==> config.mk <==
export PLATFORM = sky130hd
export DESIGN_NAME = rtc_ctrl_irq
export DESIGN_NICKNAME = d
export VERILOG_FILES = /design/src/rtl/rtc_ctrl_pkg.sv /design/src/rtl/rtc_rst_sync.sv /design/src/rtl/rtc_ctrl_reg.sv /design/src/rtl/rtc_flag_unit.sv /design/src/rtl/rtc_sqw_gen.sv /design/src/rtl/rtc_ctrl_irq.sv
export SDC_FILE = /design/constraint.sdc
export NUM_CORES = 1
export LEC_CHECK = 0
export BUFFER_PORTS_ARGS = -buffer_cell sky130_fd_sc_hd__clkbuf_2
export CAP_MARGIN = 20
export CORE_ASPECT_RATIO = 1.5
export CORE_UTILIZATION = 48
export CTS_BUF_LIST = sky130_fd_sc_hd__clkbuf_2
export CTS_CLUSTER_DIAMETER = 60
export DETAILED_ROUTE_END_ITERATION = 10
export PLACE_DENSITY = 0.86
export SETUP_SLACK_MARGIN = 0.5
export SYNTH_ARGS = -nofsm -noshare
export SYNTH_HDL_FRONTEND = slang
export SYNTH_SLANG_ARGS = --single-unit
==> constraint.sdc <==
create_clock -name clk -period 1.9 [get_ports clk]
set_clock_uncertainty 0.1 [all_clocks]
set_input_delay 0.285 -clock clk [delete_from_list [all_inputs] [get_ports clk]]
set_output_delay 0.285 -clock clk [all_outputs]
set_load 0.02 [all_outputs]
==> src/rtl/rtc_ctrl_pkg.sv <==
package rtc_ctrl_pkg;
  localparam int CTRL_W = 8;
  localparam int B_SET  = 7;
  localparam int B_PIE  = 6;
  localparam int B_AIE  = 5;
  localparam int B_UIE  = 4;
  localparam int B_SQWE = 3;
  localparam int NUM_SRC = 3;
  localparam int SRC_UF = 0;
  localparam int SRC_AF = 1;
  localparam int SRC_PF = 2;
  localparam logic [CTRL_W-1:0] CTRL_PWRUP   = 8'h08;
  localparam logic [CTRL_W-1:0] RST_CLR_MASK = 8'h58;
endpackage

==> src/rtl/rtc_rst_sync.sv <==
module rtc_rst_sync #(
  parameter int STAGES = 2
) (
  input  logic clk,
  input  logic arst_in_n,
  output logic arst_out_n
);
  logic [STAGES-1:0] sync_q;

  always_ff @(posedge clk or negedge arst_in_n) begin
    if (!arst_in_n) sync_q <= '0;
    else            sync_q <= {sync_q[STAGES-2:0], 1'b1};
  end

  assign arst_out_n = sync_q[STAGES-1];
endmodule

==> src/rtl/rtc_ctrl_reg.sv <==
module rtc_ctrl_reg
  import rtc_ctrl_pkg::*;
(
  input  logic              clk,
  input  logic              arst_n,
  input  logic              func_rst_n,
  input  logic              wr_en,
  input  logic [CTRL_W-1:0] wdata,
  output logic [CTRL_W-1:0] ctrl_o
);
  logic [CTRL_W-1:0] ctrl_q, ctrl_d;
  logic              ctrl_en;

  assign ctrl_en = !func_rst_n || wr_en;

  always_comb begin
    ctrl_d = ctrl_q;
    if (!func_rst_n) begin
      ctrl_d = ctrl_q & ~RST_CLR_MASK;
    end else if (wr_en) begin
      ctrl_d = wdata;
      if (wdata[B_SET]) ctrl_d[B_UIE] = 1'b0;
    end
  end

  always_ff @(posedge clk or negedge arst_n) begin
    if (!arst_n)      ctrl_q <= CTRL_PWRUP;
    else if (ctrl_en) ctrl_q <= ctrl_d;
  end

  assign ctrl_o = ctrl_q;

  // writing SET high leaves UIE cleared
  a_r3_set_clears_uie: assert property (@(posedge clk) disable iff (!arst_n)
    (wr_en && func_rst_n && wdata[B_SET]) |=> !ctrl_q[B_UIE]);
  // functional reset clears its bits
  a_r4_reset_clears: assert property (@(posedge clk) disable iff (!arst_n)
    !func_rst_n |=> (!ctrl_q[B_PIE] && !ctrl_q[B_UIE] && !ctrl_q[B_SQWE]));
  // functional reset keeps the host-owned bits
  a_r4_reset_keeps: assert property (@(posedge clk) disable iff (!arst_n)
    !func_rst_n |=> ((ctrl_q & ~RST_CLR_MASK) == ($past(ctrl_q) & ~RST_CLR_MASK)));
endmodule

==> src/rtl/rtc_flag_unit.sv <==
module rtc_flag_unit
  import rtc_ctrl_pkg::*;
(
  input  logic               clk,
  input  logic               arst_n,
  input  logic               func_rst_n,
  input  logic               rd_clr,
  input  logic [NUM_SRC-1:0] evt_i,
  input  logic [NUM_SRC-1:0] en_i,
  output logic [NUM_SRC-1:0] flag_o,
  output logic               irq_any_o
);
  logic [NUM_SRC-1:0] flag_q, flag_d;

  for (genvar i = 0; i < NUM_SRC; i++) begin : g_flag
    always_comb begin
      if (!func_rst_n) flag_d[i] = 1'b0;
      else             flag_d[i] = (flag_q[i] && !rd_clr) || evt_i[i];
    end

    always_ff @(posedge clk or negedge arst_n) begin
      if (!arst_n) flag_q[i] <= 1'b0;
      else         flag_q[i] <= flag_d[i];
    end

    // an event always sets its flag
    a_r5_event_sets: assert property (@(posedge clk) disable iff (!arst_n)
      (evt_i[i] && func_rst_n) |=> flag_q[i]);
  end

  assign irq_any_o = |(flag_q & en_i);
  assign flag_o    = flag_q;

  // a quiet read empties the flags
  a_r7_read_clears: assert property (@(posedge clk) disable iff (!arst_n)
    (rd_clr && evt_i == '0) |=> (flag_q == '0));
  // no enabled source means no interrupt
  a_r6_quiet_when_disabled: assert property (@(posedge clk) disable iff (!arst_n)
    (en_i == '0) |-> !irq_any_o);
endmodule

==> src/rtl/rtc_sqw_gen.sv <==
module rtc_sqw_gen #(
  parameter int RATE_W = 4,
  localparam int NUM_TAPS = 2**RATE_W
) (
  input  logic                clk,
  input  logic                arst_n,
  input  logic                en,
  input  logic [RATE_W-1:0]   rate_sel,
  input  logic [NUM_TAPS-1:0] taps,
  output logic                sqw_o
);
  logic sqw_q, sqw_d;

  always_comb begin
    sqw_d = en && (rate_sel != '0) && taps[rate_sel];
  end

  always_ff @(posedge clk or negedge arst_n) begin
    if (!arst_n) sqw_q <= 1'b0;
    else         sqw_q <= sqw_d;
  end

  assign sqw_o = sqw_q;

  // disabled output stays low
  a_r8_low_when_off: assert property (@(posedge clk) disable iff (!arst_n)
    !en |=> !sqw_q);
  // rate code zero silences the output
  a_r8_rate_zero_low: assert property (@(posedge clk) disable iff (!arst_n)
    (rate_sel == '0) |=> !sqw_q);
endmodule

==> src/rtl/rtc_ctrl_irq.sv <==
module rtc_ctrl_irq
  import rtc_ctrl_pkg::*;
#(
  parameter int RATE_W      = 4,
  parameter int SYNC_STAGES = 2
) (
  input  logic                    clk,
  input  logic                    por_n,
  input  logic                    rst_n,
  input  logic                    cs,
  input  logic                    we,
  input  logic                    addr,
  input  logic [CTRL_W-1:0]       wdata,
  output logic [CTRL_W-1:0]       rdata,
  input  logic                    per_evt,
  input  logic                    alm_evt,
  input  logic                    upd_evt,
  input  logic [RATE_W-1:0]       rate_sel,
  input  logic [(2**RATE_W)-1:0]  rate_taps,
  output logic                    irq_n,
  output logic                    sqw_o,
  output logic                    upd_inhibit_o,
  output logic [CTRL_W-1:0]       ctrl_o,
  output logic [NUM_SRC-1:0]      flags_o
);
  logic               arst_n;
  logic               wr_ctrl, rd_any, rd_status;
  logic [CTRL_W-1:0]  ctrl, status, rdata_q, rdata_d;
  logic [NUM_SRC-1:0] evt, en, flags;
  logic               irq_any;

  rtc_rst_sync #(.STAGES(SYNC_STAGES)) u_rst_sync (
    .clk(clk), .arst_in_n(por_n), .arst_out_n(arst_n)
  );

  assign wr_ctrl   = cs && we && !addr;
  assign rd_any    = cs && !we;
  assign rd_status = rd_any && addr;

  rtc_ctrl_reg u_ctrl (
    .clk(clk), .arst_n(arst_n), .func_rst_n(rst_n),
    .wr_en(wr_ctrl), .wdata(wdata), .ctrl_o(ctrl)
  );

  always_comb begin
    evt = '0;
    evt[SRC_PF] = per_evt;
    evt[SRC_AF] = alm_evt;
    evt[SRC_UF] = upd_evt;
    en = '0;
    en[SRC_PF] = ctrl[B_PIE];
    en[SRC_AF] = ctrl[B_AIE];
    en[SRC_UF] = ctrl[B_UIE];
  end

  rtc_flag_unit u_flags (
    .clk(clk), .arst_n(arst_n), .func_rst_n(rst_n), .rd_clr(rd_status),
    .evt_i(evt), .en_i(en), .flag_o(flags), .irq_any_o(irq_any)
  );

  rtc_sqw_gen #(.RATE_W(RATE_W)) u_sqw (
    .clk(clk), .arst_n(arst_n), .en(ctrl[B_SQWE]),
    .rate_sel(rate_sel), .taps(rate_taps), .sqw_o(sqw_o)
  );

  assign status = {irq_any, flags, {(CTRL_W-1-NUM_SRC){1'b0}}};

  always_comb begin
    rdata_d = addr ? status : ctrl;
  end

  always_ff @(posedge clk or negedge arst_n) begin
    if (!arst_n)     rdata_q <= '0;
    else if (rd_any) rdata_q <= rdata_d;
  end

  assign rdata         = rdata_q;
  assign irq_n         = !irq_any;
  assign upd_inhibit_o = ctrl[B_SET];
  assign ctrl_o        = ctrl;
  assign flags_o       = flags;

  // inhibit only changes with a control write or never
  a_r9_inhibit_stable: assert property (@(posedge clk) disable iff (!arst_n)
    !wr_ctrl |=> $stable(upd_inhibit_o));
endmodule

* After elaboration in Yosys (flattened, before gate mapping)
Index checks and enable logic that the tools add are counted.
Widths: inputs -> output; s select.
** Storage, ports and cells
- Flip-flop bits (word level) :: 22
- Input bits :: 37
- Output and inout bits :: 22
- Word-level logic and storage cells :: 42
** Cells by class
- Magnitude comparators :: 1
- Equal/unequal tests :: 1
- Multiplexer cells :: 9
- Bitwise operators :: 1
- Reduce and logical (&&, ||, !) cells :: 22
** Operator list (number)
- $mux 7 :: 2
- $logic_and 1x1->1 :: 9
- $mux 8 :: 1
- $logic_not 1->1 :: 5
- $lt 4x5->1 const B :: 1
- $mux 1 :: 5
- $bmux 1 s4 :: 1
- $logic_or 1x1->1 :: 4
- $reduce_bool 4->1 :: 1
- $and 3x3->3 :: 1
- $reduce_and 3->1 :: 1
- $reduce_or 3->1 :: 1
- $ne 2x1->1 const B :: 1
- $reduce_and 2->1 :: 1

* Longest topological paths before layout
- Depth in word-level cells :: 7
- Mapped depth :: 4
- Depth with buffers taken out :: 4

* Cells and area by module
From an unflattened synthesis, not the netlist that was laid out.
** Unflattened totals
- Cell total of the unflattened synthesis :: 79
- Area total of the unflattened synthesis :: 1139.8 um^2
** Modules (own cells, without submodules)
- rtc_ctrl_irq :: times used 1, cells an instance 32, area an instance 451.7 um^2, sequential area each 200.2 um^2
- rtc_ctrl_reg :: times used 1, cells an instance 21, area an instance 339.1 um^2, sequential area each 201.4 um^2
- rtc_sqw_gen :: times used 1, cells an instance 12, area an instance 165.2 um^2, sequential area each 25.0 um^2
- rtc_flag_unit :: times used 1, cells an instance 11, area an instance 130.1 um^2, sequential area each 75.1 um^2
- rtc_rst_sync :: times used 1, cells an instance 3, area an instance 53.8 um^2, sequential area each 50.0 um^2

* Worst setup path before layout
OpenSTA, ideal clock, no wires.
- Kind :: register to register
- Start point :: register u_flags.flag_q[2], in the netlist u_flags.flag_o[2]
- End point :: register rdata_q[7], in the netlist rdata[7]
- Library setup time :: 0.129 ns
- Arrival :: 1.478 ns
- Required time :: 1.671 ns
- Slack :: 0.192 ns
- Cell stages (with the launch flop) :: 5
- Buffers on the path :: 0
- Period minus slack after synthesis :: 1.708 ns
- Path through :: dfrtp_1 a222oi_1 nand2_1 o21ai_0 o21ai_0
** Between the ends
- Word-level cells in the longest chain between the ends :: 3
** Ends and longest elaborated chain
- start, declared :: line rtc_flag_unit.sv:13 : logic [NUM_SRC-1:0] flag_q, flag_d;
- start signal, assigned by index :: line rtc_flag_unit.sv:23 : else flag_q[i] <= flag_d[i];
- $and 3x3->3 :: line rtc_flag_unit.sv:31 : assign irq_any_o = |(flag_q & en_i);
- $reduce_or 3->1 :: line rtc_flag_unit.sv:31
- $mux 8 :: line rtc_ctrl_irq.sv:69 : rdata_d = addr ? status : ctrl;
- end signal, assigned :: line rtc_ctrl_irq.sv:74 : else if (rd_any) rdata_q <= rdata_d;
- end, declared :: line rtc_ctrl_irq.sv:28 : logic [CTRL_W-1:0] ctrl, status, rdata_q, rdata_d;
Every way passes these cells.
A chain may end at the register's enable or synchronous reset.

* Worst setup path after layout
- Start point :: register u_ctrl.ctrl_q[6], in the netlist u_ctrl.ctrl_o[6]
- End point :: output irq_n
** Between the ends
- Word-level cells in the longest chain between the ends :: 3
** Ends and longest elaborated chain
- start, declared :: line rtc_ctrl_reg.sv:11 : logic [CTRL_W-1:0] ctrl_q, ctrl_d;
- start signal, assigned :: line rtc_ctrl_reg.sv:28 : else if (ctrl_en) ctrl_q <= ctrl_d;
- $and 3x3->3 :: line rtc_flag_unit.sv:31
- $reduce_or 3->1 :: line rtc_flag_unit.sv:31
- $logic_not 1->1 :: line rtc_ctrl_irq.sv:78 : assign irq_n = !irq_any;
- end, declared :: line rtc_ctrl_irq.sv:20 : output logic irq_n,
Every way passes these cells.

==> impl_metrics.csv <==
group,metric,value,unit
clock_network,clk_latency,300,ps
power_and_ir_drop,fin_total_pwr,1.04,mW
drt,drc,0,
worst_setup_path,required,1510,ps
floorplanning,start_util,0.510,
yosys,synth_area_leader_cell,"dfrtp_1",
drt,vias,880,
grt,met3_usage,0.0528,
sta,min_period_over_period,0.925,
finish,fin_nets,187,
floorplanning,die-height,58.8,um
grt,grt.busiest_layer,"met2",
yosys,syn_area_per_cell,12.0,um2
drt,via_per_inst,5.15,
clock_network,numClockSinks,22,
drt,dr.pass1.iters,4,
sta,hold_slack,99.0,ps
floorplanning,ios,59,
grt,use_met1,0.250,
clock_network,htree_levels,1,
finish,antennaDiodeCount,0,
drt,routedWlPerCell,12.8,um
yosys,synthTopCellsByArea,"dfrtp_1 (51%), mux4_1 (7.6%), mux2_2 (6.5%)",
yosys,synth_area,0.00103,mm2
grt,grt_pass1_wl,3370,um
clock_network,cts_tree,"done",
sta,worst_pin_slew,779,ps
floorplanning,design.core.area,0.00203,mm2
power_and_ir_drop,ir_drop,0.405,mV
worst_setup_path,crit_chain,"a222oi_1 > buf_4",
place,dpl-instance-area,0.00133,mm2
yosys,ys.flop_type,"dfrtp_1",
sta,slew_headroom,0.481,
floorplanning,die_area,0.00235,mm2
grt,first_global_vias,824,
worst_setup_path,critPathMaxStageDelay,450,ps
sta,fin_ws,142,ps
clock_network,max-clock-path-buffers,2,
grt,grt_use_total,0.211,
finish,area_growth_syn_to_layout,37.5,%
grt,grt_antenna_before_repair,0,
drt,route.antenna.remaining_nets,0,
worst_setup_path,arrival,1370,ps
finish,stdcell_area,0.00142,mm2
worst_setup_path,crit_type,"reg2out",
sta,timing.fmax,0.569,GHz
sta,setup_tns,0,ps
worst_setup_path,cp_max_fo,2,
floorplanning,num_rows,20,
place,dp_hpwl,1730,um
grt,overflow,0,
worst_setup_path,r2r_slack,500,ps
flow_run,maxCapViolCount,0,
yosys,synth_top_area_share,0.508,
yosys,async_flop_share,1.00,
yosys,ys_seq_area_frac,0.534,
place,io_buffers,57,
power_and_ir_drop,power_leakage,0.744,nW
finish,final_util,0.701,
yosys,synth-edff-count,0,
drt,routed_wl,2180,um
clock_network,cts_made_buffers,3,
yosys,post_synth_num_cell_types,19,
sta,slew_viol_final,0,
floorplanning,die_x,39.9,um
yosys,netlist_top_cells_count,"dfrtp_1 (21), nand2_1 (11), o21ai_0 (10)",
worst_setup_path,start_kind,"flip-flop",
worst_setup_path,critPathBufInv,1,
sta,hold_viol_final,0,
finish,stdcell_count,171,
worst_setup_path,cp-end-kind,"output pin",
outcome,outcome,"finished, final reports clean",
sta,setup_viol,0,
sta,rsz0062_at_grt,"yes",
drt,drtIter0Drc,15,
grt,grtUsageMet2,0.348,
yosys,yosysMostFrequentCell,"dfrtp_1",
yosys,synthCells,86,
clock_network,cts_root_buf,"clkbuf_2",
clock_network,clk_pin_slew,190,ps
place,dp.cells,161,
min_path,hp-class,"in2reg",
place,preCtsSetupSlack,273,ps
sta,fin_crit,1760,ps
worst_setup_path,cpLargestDelayFamily,"flip-flops",
power_and_ir_drop,power_density,733,mW/mm2
place,gp_congestion,0.735,
yosys,syn_nets,123,
yosys,ys_ff_latch,22,
worst_setup_path,crit_path_top_delay_cell,"dfrtp_2",
finish,drive_gt1_frac,0.503,
grt,grt_max_degree,21,
yosys,yosysWarnings,0,
==> cell usage in the layout (no fill, tap or decap) <==
master,synthesis,layout
buf_8,0,1
nor3b_1,1,1
o311a_1,1,1
clkbuf_2,0,56
o21ai_0,10,8
a21oi_1,5,5
o21ai_1,0,2
a222oi_1,1,1
nand3b_1,2,2
dfstp_2,1,1
dlygate4sd3_1,0,1
dfrtp_2,0,2
nor2b_1,6,6
nand2b_1,5,5
buf_6,0,3
conb_1,1,1
clkinv_1,0,1
nand2_1,11,11
nor3b_2,1,1
mux2_2,6,6
dfrtp_1,21,19
mux2i_1,6,6
mux4_1,3,3
nand4b_1,1,1
buf_4,2,5
==> cells by family (layout without fill, tap and decap cells) <==
group	after synthesis	after routing	share of synthesized area
other	1	1	0.00363
AO/OA/AOI/OAI	17	17	0.0920
flip-flops	22	22	0.534
multiplexers	15	15	0.200
buffers and inverters	4	67	0.0218
AND/OR/NAND/NOR	27	27	0.149
==> metal layers <==
metal,up-vias,wire [um],share of wire
met5,-,0,0
met4,0,21,0.0096
met3,2,157,0.072
met2,46,1150,0.53
met1,398,847,0.39
li1,434,-,-
==> path summary, 6_finish.rpt <==
check / to / from / cells past startpoint
worst max-delay path: irq_n / u_ctrl.ctrl_o[6]$_DFFE_PN0P_ / 2
worst min-delay path: u_ctrl.ctrl_o[5]$_DFFE_PN0P_ / wdata[5] / 2
worst max register to register: rdata[7]$_DFFE_PN0P_ / u_ctrl.ctrl_o[6]$_DFFE_PN0P_ / 5
worst min register to register: u_ctrl.ctrl_o[0]$_DFFE_PN0P_ / u_rst_sync.sync_q[1]$_DFF_PN0_ / 0
max in group asynchronous: u_ctrl.ctrl_o[6]$_DFFE_PN0P_ / u_rst_sync.sync_q[1]$_DFF_PN0_ / 0
min in group asynchronous: u_rst_sync.sync_q[0]$_DFF_PN0_ / por_n / 2
==> timing repair <==
| action | 4_1_cts | 5_1_grt |
|---|---|---|
| resized for setup | 3 | 9 |
| buffers inserted | 4 | 1 |
| pin swaps | 1 | 1 |
| hold buffers | 1 | 0 |
| endpoints found under the setup margin | 2 | 7 |
| endpoints found under the hold margin | 2 | 0 |
==> power breakdown <==
| group | switching, mW | leakage, nW | total [mW] | internal, mW |
|---|---|---|---|---|
| logic | 0.158 | 0.454 | 0.298 | 0.140 |
| registers | 0.0449 | 0.276 | 0.568 | 0.523 |
| clock network | 0.130 | 0.0140 | 0.176 | 0.0458 |
==> cell type report <==
type                            count  area, um2
Clock buffer                        3       15.0
Clock inverter                      1       3.75
Fill cell                         161        606
Multi-Input combinational cell     60        459
Sequential cell                    22        554
Tap cell                           22       27.5
Timing Repair Buffer               63        362
==> sequential cells by signal (all words and copies together), names as in the netlist <==
signal             count
rdata                  8
u_rst_sync.sync_q      2
u_flags.flag_o         3
u_ctrl.ctrl_o          8
u_sqw.sqw_o            1
No activity file was read; power rests on OpenSTA's default activity.
